===== config.mk =====
export PLATFORM = sky130hd
export DESIGN_NAME = nzp_alu_unit
export DESIGN_NICKNAME = d
export VERILOG_FILES = /design/src/rtl/alu_nzp_pkg.sv /design/src/rtl/instr_decoder.sv /design/src/rtl/operand_mux.sv /design/src/rtl/alu_core.sv /design/src/rtl/nzp_reg.sv /design/src/rtl/nzp_alu_unit.sv
export SDC_FILE = /design/constraint.sdc
export NUM_CORES = 1
export LEC_CHECK = 0
export BUFFER_PORTS_ARGS = -buffer_cell sky130_fd_sc_hd__buf_2
export CAP_MARGIN = 20
export CORE_ASPECT_RATIO = 1.2
export CORE_MARGIN = 2
export CORE_UTILIZATION = 45
export DETAILED_ROUTE_END_ITERATION = 16
export PLACE_DENSITY = 0.74
export SETUP_SLACK_MARGIN = 0.02
export SYNTH_ARGS = -nofsm -noshare
export SYNTH_HDL_FRONTEND = slang
export SYNTH_SLANG_ARGS = --single-unit

===== constraint.sdc =====
create_clock -name clk -period 4.9 [get_ports clk]
set_input_delay 0 -clock clk [delete_from_list [all_inputs] [get_ports clk]]
set_output_delay 0 -clock clk [all_outputs]
set_load 0.02 [all_outputs]

===== src/rtl/alu_nzp_pkg.sv =====
package alu_nzp_pkg;

    localparam int INSTR_W   = 16;
    localparam int OPC_W     = 4;
    localparam int REG_IDX_W = 3;
    localparam int IMM_W     = 5;

    localparam int OPC_LSB   = 12;
    localparam int DST_LSB   = 9;
    localparam int SRCA_LSB  = 6;
    localparam int SRCB_LSB  = 0;
    localparam int MODE_BIT  = 5;
    localparam int IMM_LSB   = 0;

    localparam logic [OPC_W-1:0] OPC_ADD = 4'b0001;
    localparam logic [OPC_W-1:0] OPC_AND = 4'b0101;
    localparam logic [OPC_W-1:0] OPC_NOT = 4'b1001;

    typedef enum logic [1:0] {
        ALU_NONE = 2'd0,
        ALU_ADD  = 2'd1,
        ALU_AND  = 2'd2,
        ALU_INV  = 2'd3
    } alu_op_e;

    typedef logic [2:0] nzp_t;
    localparam nzp_t NZP_NEG  = 3'b100;
    localparam nzp_t NZP_ZERO = 3'b010;
    localparam nzp_t NZP_POS  = 3'b001;

    typedef struct packed {
        alu_op_e                 op;
        logic                    use_imm;
        logic [REG_IDX_W-1:0]    dst;
        logic [REG_IDX_W-1:0]    src_a;
        logic [REG_IDX_W-1:0]    src_b;
        logic [IMM_W-1:0]        imm;
    } dec_t;

    function automatic alu_op_e opc_to_op(input logic [OPC_W-1:0] opc);
        alu_op_e r;
        case (opc)
            OPC_ADD: r = ALU_ADD;
            OPC_AND: r = ALU_AND;
            OPC_NOT: r = ALU_INV;
            default: r = ALU_NONE;
        endcase
        return r;
    endfunction

    function automatic nzp_t classify(input logic sign, input logic all_zero);
        nzp_t r;
        if (all_zero)  r = NZP_ZERO;
        else if (sign) r = NZP_NEG;
        else           r = NZP_POS;
        return r;
    endfunction

endpackage


===== src/rtl/instr_decoder.sv =====
module instr_decoder
    import alu_nzp_pkg::*;
(
    input  logic [INSTR_W-1:0] instr,
    output dec_t               dec
);
    always_comb begin
        dec.op      = opc_to_op(instr[OPC_LSB +: OPC_W]);
        dec.use_imm = instr[MODE_BIT];
        dec.dst     = instr[DST_LSB  +: REG_IDX_W];
        dec.src_a   = instr[SRCA_LSB +: REG_IDX_W];
        dec.src_b   = instr[SRCB_LSB +: REG_IDX_W];
        dec.imm     = instr[IMM_LSB  +: IMM_W];
    end
endmodule


===== src/rtl/operand_mux.sv =====
module operand_mux #(
    parameter int DATA_W = 16,
    parameter int IMM_W  = 5
) (
    input  logic              use_imm,
    input  logic [IMM_W-1:0]  imm,
    input  logic [DATA_W-1:0] reg_val,
    output logic [DATA_W-1:0] opnd
);
    localparam int EXT_W = DATA_W - IMM_W;

    logic [DATA_W-1:0] imm_ext;

    generate
        if (EXT_W > 0) begin : g_extend
            assign imm_ext = {{EXT_W{imm[IMM_W-1]}}, imm};
        end else begin : g_trunc
            assign imm_ext = imm[DATA_W-1:0];
        end
    endgenerate

    assign opnd = use_imm ? imm_ext : reg_val;


    imm_sign_chk: assert final (!use_imm || opnd[DATA_W-1] == imm[IMM_W-1]);
endmodule


===== src/rtl/alu_core.sv =====
module alu_core
    import alu_nzp_pkg::*;
#(
    parameter int DATA_W = 16
) (
    input  alu_op_e           op,
    input  logic [DATA_W-1:0] a,
    input  logic [DATA_W-1:0] b,
    output logic [DATA_W-1:0] y,
    output logic              wr,
    output nzp_t              flags
);
    always_comb begin
        unique case (op)
            ALU_ADD: y = a + b;
            ALU_AND: y = a & b;
            ALU_INV: y = ~a;
            default: y = '0;
        endcase
    end

    assign wr    = (op != ALU_NONE);
    assign flags = classify(y[DATA_W-1], (y == '0));
endmodule


===== src/rtl/nzp_reg.sv =====
module nzp_reg
    import alu_nzp_pkg::*;
(
    input  logic clk,
    input  logic rst,
    input  logic wr,
    input  nzp_t flags_in,
    output nzp_t nzp
);
    always_ff @(posedge clk) begin
        if (rst)      nzp <= NZP_ZERO;
        else if (wr)  nzp <= flags_in;
    end


    nzp_onehot_chk: assert property (@(posedge clk) disable iff (rst)
        $countones(nzp) == 1);


    nzp_hold_chk: assert property (@(posedge clk) disable iff (rst)
        !wr |=> $stable(nzp));
endmodule


===== src/rtl/nzp_alu_unit.sv =====
module nzp_alu_unit
    import alu_nzp_pkg::*;
#(
    parameter int DATA_W = 16
) (
    input  logic                 clk,
    input  logic                 rst,
    input  logic                 instr_valid,
    input  logic [INSTR_W-1:0]   instr,
    input  logic [DATA_W-1:0]    src_a_val,
    input  logic [DATA_W-1:0]    src_b_val,
    output logic [REG_IDX_W-1:0] src_a_idx,
    output logic [REG_IDX_W-1:0] src_b_idx,
    output logic [REG_IDX_W-1:0] dst_idx,
    output logic [DATA_W-1:0]    result,
    output logic                 result_valid,
    output logic [2:0]           nzp
);
    dec_t              dec;
    logic [DATA_W-1:0] opnd_b;
    logic [DATA_W-1:0] alu_y;
    logic              alu_wr;
    nzp_t              alu_flags;
    logic              commit;
    nzp_t              nzp_q;

    instr_decoder u_dec (
        .instr (instr),
        .dec   (dec)
    );

    operand_mux #(.DATA_W(DATA_W), .IMM_W(IMM_W)) u_mux (
        .use_imm (dec.use_imm),
        .imm     (dec.imm),
        .reg_val (src_b_val),
        .opnd    (opnd_b)
    );

    alu_core #(.DATA_W(DATA_W)) u_alu (
        .op    (dec.op),
        .a     (src_a_val),
        .b     (opnd_b),
        .y     (alu_y),
        .wr    (alu_wr),
        .flags (alu_flags)
    );

    assign commit = instr_valid && alu_wr;

    nzp_reg u_nzp (
        .clk      (clk),
        .rst      (rst),
        .wr       (commit),
        .flags_in (alu_flags),
        .nzp      (nzp_q)
    );

    always_ff @(posedge clk) begin
        if (rst) begin
            result       <= '0;
            dst_idx      <= '0;
            result_valid <= 1'b0;
        end else begin
            result_valid <= commit;
            if (commit) begin
                result  <= alu_y;
                dst_idx <= dec.dst;
            end
        end
    end

    assign src_a_idx = dec.src_a;
    assign src_b_idx = dec.src_b;
    assign nzp       = nzp_q;


    strobe_cause_chk: assert property (@(posedge clk) disable iff (rst)
        result_valid |-> $past(instr_valid));


    zero_flag_chk: assert property (@(posedge clk) disable iff (rst)
        result_valid |-> (nzp[1] == (result == '0)));


    neg_flag_chk: assert property (@(posedge clk) disable iff (rst)
        result_valid |-> (nzp[2] == result[DATA_W-1]));


    idle_nzp_chk: assert property (@(posedge clk) disable iff (rst)
        !result_valid |-> (nzp == $past(nzp)) || $past(rst));
endmodule


==> results by group, run 1 <==
Floorplan
  • Die Area: 0.00549 mm2
  • Num rows: 27
  • Area of the core: 0.00466 mm2
  • Die width: 68.0 um
  • Die height: 80.7 um
  • Num ports: 80
  • Initial Utilization: 47.4%

Power
  • Pwr/cell area: 209 mW/mm2
  • VDD IR max: 0.0727 mV
  • Tot Pwr: 0.539 mW
  • Pleak: 1.21 nW

Yosys
  • EDFF count, synth: 0
  • Share of Yosys cell area claimed by the top area cell type: 20.8%
  • FF+latch count, synth: 23
  • Synthesized instance count: 300
  • Synth Cell Area: 0.00221 mm2
  • Post-synthesis sequential area ratio: 20.8%
  • Synth top area cells: dfxtp_1, ha_1, o21ai_0
  • Post-synth ARST share: 0%
  • Prevailing post-synth register cell: dfxtp_1
  • YS warnings: 0
  • Post-synth cell types: 54
  • Mean Syn Cell Area: 7.36 um2
  • Net count after synthesis: 368
  • Cell taking the most area after synthesis: dfxtp_1

Worst setup path
  • Worst R2R Start: u_nzp.nzp[1]$_SDFFE_PP1P_
  • Buffers & Inverters on Critical Path: 2
  • Worst Path Max Fanout: 17
  • Worst setup path startpoint: instr[5]
  • Delay of the slowest cell on the worst path: 540 ps
  • Levels on crit path: 12
  • Reg2reg end: u_nzp.nzp[1]$_SDFFE_PP1P_
  • CP Capture Type: flop
  • Critical-path cell list: buf_2, mux2_2, ha_1, inv_1, fa_1, and2b_1, o31ai_1, a211oi_1, a211o_1, or4_1, nor4_2, a211oi_1
  • CP delay by family, top: simple AND/OR/NAND/NOR gates
  • CP startpoint kind: input port
  • CP most frequent cell: a211oi_1
  • Crit path required time: 5030 ps
  • Crit path capture: u_nzp.nzp[0]$_SDFFE_PP0P_
  • Setup CP Type: in2reg
  • CP max-delay cell: or4_1
  • Reg2reg setup slack: 4140 ps
  • Crit path DAT: 3030 ps
  • R2R depth: 2

Finish
  • Area of the multi-input gates: 0.00153 mm2
  • Max reg flops: 16
  • Diodes inserted: 0
  • Final #Nets: 428
  • Post-layout util: 55.3%
  • Reg area: 460 um2
  • Layout cells sized above 1: 24.5%
  • # fillers: 495
  • Area growth from synthesis to layout: 16.7%

Place
  • Dpl hpwl: 4560 um
  • Routability congestion estimate: 0.883
  • I/O Buffers: 73

STA
  • Worst Max-Slew Pin Slew: 890 ps
  • Post-route minimum period: 2900 ps
  • Max Slew Vio Count: 0
  • Fin Setup TNS: 0 ps
  • Crit share post-route: 59.1%
  • Slew Limit Headroom: 40.5%
  • RSZ-0062 raised after global routing: false
  • Max Clock Skew: 0 ps
  • Final hold vios: 0
  • Finish-stage setup viols: 0
  • Fmax: 345 MHz

CTS
  • H-tree levels: 1
  • CTS Sinks: 23
  • Clk Latency, worst-skew pair: 260 ps
  • Root Buffer: clkbuf_8
  • CTS tree: done
  • Reg clk slew, reported paths: 70 ps
  • Cts repair resizes: 0
  • Num CTS Buffers: 3
  • Clock buffer depth: 2

Global routing
  • Initial antenna violation count: 0
  • Global-route wire length before repair: 9200 um
  • Total gr overflow: 0
  • Largest net degree at the start of global routing: 23
  • Vias in the first global route: 2073
  • Total track usage: 21.2%

Run
  • Max Cap Viol: 0

Detailed routing
  • Via count: 2342
  • Drc violations: 0
  • Via density: 5.62
  • Detailed Routing Iterations Pass 1: 4
  • Antenna-violating nets left: 0
  • Iter 0 DRT Violations: 109
  • Drt total wl: 5750 um
  • Post-DR wirelength/cell: 13.8 um

Hold path
  • HP Class: in2out

Status
  • Status: finished clean
==> final cells by class <==
cell class,instances,share of cell area [%]
Multi-Input combinational cell,238,59.4
Sequential cell,23,17.9
Timing Repair Buffer,77,15.6
Tap cell,58,2.82
Inverter,17,2.48
Clock buffer,4,1.75
==> logic make-up (layout without fill, tap and decap cells) <==
| group | Yosys count | in the layout | synth area share (%) |
|---|---|---|---|
| AO/OA/AOI/OAI | 113 | 113 | 33.3 |
| AND/OR/NAND/NOR | 93 | 93 | 19.5 |
| buffers and inverters | 39 | 98 | 9.80 |
| flip-flops | 23 | 23 | 20.8 |
| adder cells (fa/ha/maj) | 17 | 17 | 9.97 |
| XOR/XNOR | 8 | 8 | 3.17 |
| multiplexers | 7 | 7 | 3.40 |
==> per-layer routing <==
| metal | share of wire [%] | GRT usage [%] |
|---|---|---|
| met1 | 47 | 28.6 |
| met2 | 46 | 35.8 |
| met3 | 6.2 | 0.970 |
| met4 | 1.1 | 7.00 |
| met5 | 0 | 0 |
==> cell usage after synthesis (all sizes together) (2+ instances only) <==
master,number
o31a,2
o221ai,2
nor4,2
o21ai,31
nor2b,4
o41ai,2
a21oi,26
mux2i,3
mux2,4
ha,16
nand2b,4
o211ai,2
nor3,9
dfxtp,23
o21a,6
a211o,2
nor2,37
nand4,3
a211oi,10
nand2,26
xor2,4
or2,2
o22ai,7
a2bb2oi,2
o21bai,3
o31ai,2
inv,17
a21o,9
buf,11
nand3,3
clkbuf,11
xnor2,4
==> cell usage in the layout, fill, tap and decap left out, types with 4 or more instances in the layout <==
cell       n
nand2_1   25
o21ai_0   29
a21oi_1   25
buf_2     73
ha_1      16
a21o_1     9
xor2_1     4
o22ai_1    7
inv_1     17
dfxtp_1   23
nor2b_1    4
o21a_1     6
nor2_1    37
a211oi_1  10
xnor2_1    4
nor3_1     9
==> power breakdown <==
part / switching (mW) / internal (mW)
clock network: 0.0545 / 0.0579
logic: 0.134 / 0.0961
registers: 0.00309 / 0.194
total: 0.192 / 0.348
==> stage by stage <==
step | worst slack, ps | area (um2) | cells | hold WS (ps)
floorplan | 2060 | 2210 | 300 | 113
global placement | 1850 | 2500 | 410 | 0.236
detailed placement | 1790 | 2500 | 410 | 0.236
CTS | 2040 | 2580 | 417 | 0.236
global route | 1830 | 2580 | 417 | 0.0292
finish | 2000 | 2580 | 417 | 0.00881
==> what timing repair did <==
action	4_1_cts	5_1_grt
hold buffers	3	0
setup buffers	0	0
hold endpoints to repair	3	0
==> worst min path at each step <==
stage	start	to	slack, ps	cells after the start
6_report	instr[6]	src_a_idx[0]	0.009	0
5_1_grt	instr[8]	src_a_idx[2]	0.03	0
4_1_cts	instr[6]	src_a_idx[0]	0.2	0
3_5_place_dp	instr[6]	src_a_idx[0]	0.2	0
3_3_place_gp	instr[6]	src_a_idx[0]	0.2	0
2_1_floorplan	instr[6]	src_a_idx[0]	110	1
(Power assumes the default switching activity.)
==> run 2: changes to the inputs <==
PLACE_DENSITY = 0.77   (was 0.74)
clock period = 2.6 ns   (was 4.9 ns; I/O delays follow)
==> run 2 against run 1 <==
Compared with the run above:
- clock power rose by 89%
- routed wire length rose by 13%
- largest cell class unchanged
- global-route usage rose by 2.5 points
- total power rose by 120%
==> results by group, run 2 (synthesis gave the netlist of run 1 again) <==
CTS
  • CTS Sinks: 23 (unchanged)
  • CTS tree: done (unchanged)
  • Root Buffer: clkbuf_8 (unchanged)
  • Clk Latency, worst-skew pair: 260 ps (about the same)
  • H-tree levels: 1 (unchanged)
  • Reg clk slew, reported paths: 70 ps (about the same)
  • Clock buffer depth: 2 (unchanged)
  • Num CTS Buffers: 3 (unchanged)

STA
  • Max Clock Skew: 0 ps (unchanged)
  • Worst Max-Slew Pin Slew: 622 ps (was 890 ps)
  • Fmax: 394 MHz
  • Post-route minimum period: 2540 ps
  • Hold_ws: 0.00881 ps (unchanged)
  • Crit share post-route: 97.5%
  • Max Slew Vio Count: 0 (unchanged)
  • Final WS setup: 64.4 ps (was 2000 ps)
  • RSZ-0062 raised after global routing: true (was false)
  • Slew Limit Headroom: 58.5% (was 40.5%)
  • Final hold vios: 0 (unchanged)
  • Finish-stage setup viols: 0 (unchanged)

Worst setup path
  • CP Capture Type: flop (unchanged)
  • Setup CP Type: in2reg (unchanged)
  • Crit path required time: 2740 ps (was 5030 ps)
  • Crit path DAT: 2670 ps (was 3030 ps)
  • CP startpoint kind: input port (unchanged)
  • Worst Path Max Fanout: 6 (was 17)

Finish
  • Diodes inserted: 0 (unchanged)
  • Commonest non-fill, non-tap cell in the layout: buf_2 (unchanged)
  • Max reg flops: 16 (unchanged)
  • # fillers: 428 (was 495)
  • Reg area: 460 um2 (unchanged)
  • Post-layout util: 66.3% (was 55.3%)
  • Layout cells sized above 1: 37.8% (was 24.5%)
  • Area of the multi-input gates: 0.00165 mm2 (was 0.00153 mm2)
  • Area growth from synthesis to layout: 40.1% (was 16.7%)
  • Most frequent cells in the layout: buf_2, buf_4, nor2_1 (was buf_2, nor2_1, o21ai_0)
  • Final #Nets: 479 (was 428)

Global routing
  • Initial antenna violation count: 0 (unchanged)
  • Total track usage: 23.7% (was 21.2%)
  • Vias in the first global route: 2357 (was 2073)
  • Global-route wire length before repair: 10400 um (was 9200 um)
  • Total gr overflow: 0 (unchanged)
  • Largest net degree at the start of global routing: 23 (unchanged)

Detailed routing
  • Via density: 5.48 (was 5.62)
  • Post-DR wirelength/cell: 13.8 um (about the same)
  • Iter 0 DRT Violations: 108 (was 109)
  • Detailed Routing Iterations Pass 1: 4 (unchanged)
  • Drt total wl: 6480 um (was 5750 um)
  • Drc violations: 0 (unchanged)
  • Via count: 2564 (was 2342)
  • Antenna-violating nets left: 0 (unchanged)

Power
  • VDD IR max: 0.144 mV (was 0.0727 mV)
  • Pleak: 1.48 nW (was 1.21 nW)
  • Pwr/cell area: 377 mW/mm2 (was 209 mW/mm2)

Place
  • Worst slack at placement: -251 ps (was 1790 ps)
  • Routability congestion estimate: 0.933 (was 0.883)
  • I/O Buffers: 73 (unchanged)
  • Dpl hpwl: 5150 um (was 4560 um)

Floorplan
  • Die width: 68.0 um (unchanged)
  • Num rows: 27 (unchanged)
  • Initial Utilization: 47.4% (unchanged)
  • Num ports: 80 (unchanged)
  • Die height: 80.7 um (unchanged)
  • Die Area: 0.00549 mm2 (unchanged)
  • Area of the core: 0.00466 mm2 (unchanged)

Run
  • Max Cap Viol: 0 (unchanged)

Status
  • Status: finished clean (unchanged)

Hold path
  • HP Class: in2out (unchanged)
run 2: layout make-up:
type	instances	share of cell area, %
clock buffer	4	1.46
inverter	17	2.06
tap	58	2.35
multi-input combinational	238	53.4
timing repair buffer	128	25.9
sequential	23	14.9
run 2: final timing paths:
kind / end / start / slack, ps / cells after the start
min reg2reg: result[14]$_SDFFE_PP0P_ / result[14]$_SDFFE_PP0P_ / 450 / 2
max: u_nzp.nzp[0]$_SDFFE_PP0P_ / instr[5] / 60 / 14
max reg2reg: u_nzp.nzp[1]$_SDFFE_PP1P_ / u_nzp.nzp[1]$_SDFFE_PP1P_ / 1830 / 2
min: src_a_idx[1] / instr[7] / 0.009 / 0
run 2: timing repair:
item | in CTS | in global routing
gates resized for setup | 0 | 21
setup buffers | 0 | 3
hold endpoints to repair | 3 | 0
setup endpoints to repair | 0 | 3
hold buffers | 3 | 0
run 2: per-layer routing:
metal / wire length [um] / vias to the layer above / GRT usage, % / part of all wire, %
li1: - / 1295 / - / -
met1: 2830 / 1164 / 31.8 / 44
met2: 3150 / 92 / 39.9 / 49
met3: 389 / 13 / 1.39 / 6.0
met4: 107 / 0 / 8.00 / 1.7
met5: 0 / - / 0 / 0
run 2: report_power, final:
| part | switching [mW] | internal [mW] |
|---|---|---|
| registers | 0.00562 | 0.365 |
| clock network | 0.103 | 0.109 |
| logic | 0.302 | 0.282 |
run 2: per-stage QoR:
step	cell area (um2)	instances	power, mW	TNS (ps)
floorplan	2260	300	0.719	-42.3
global placement	2890	458	0.898	-286
detailed placement	2890	458	0.908	-592
CTS	2970	465	1.12	0
global route	3090	468	1.25	-26.9
finish	3090	468	1.17	0
run 2: critical path: stages:
cell and delay, ps:
buf_12 110, mux2_4 300, ha_4 160, inv_2 50
fa_2 190, and2b_2 240, o31ai_4 320, a21oi_2 110
buf_4 160, xnor2_2 170, o211ai_1 130, or4_4 450
nor4_4 170, a211oi_1 100
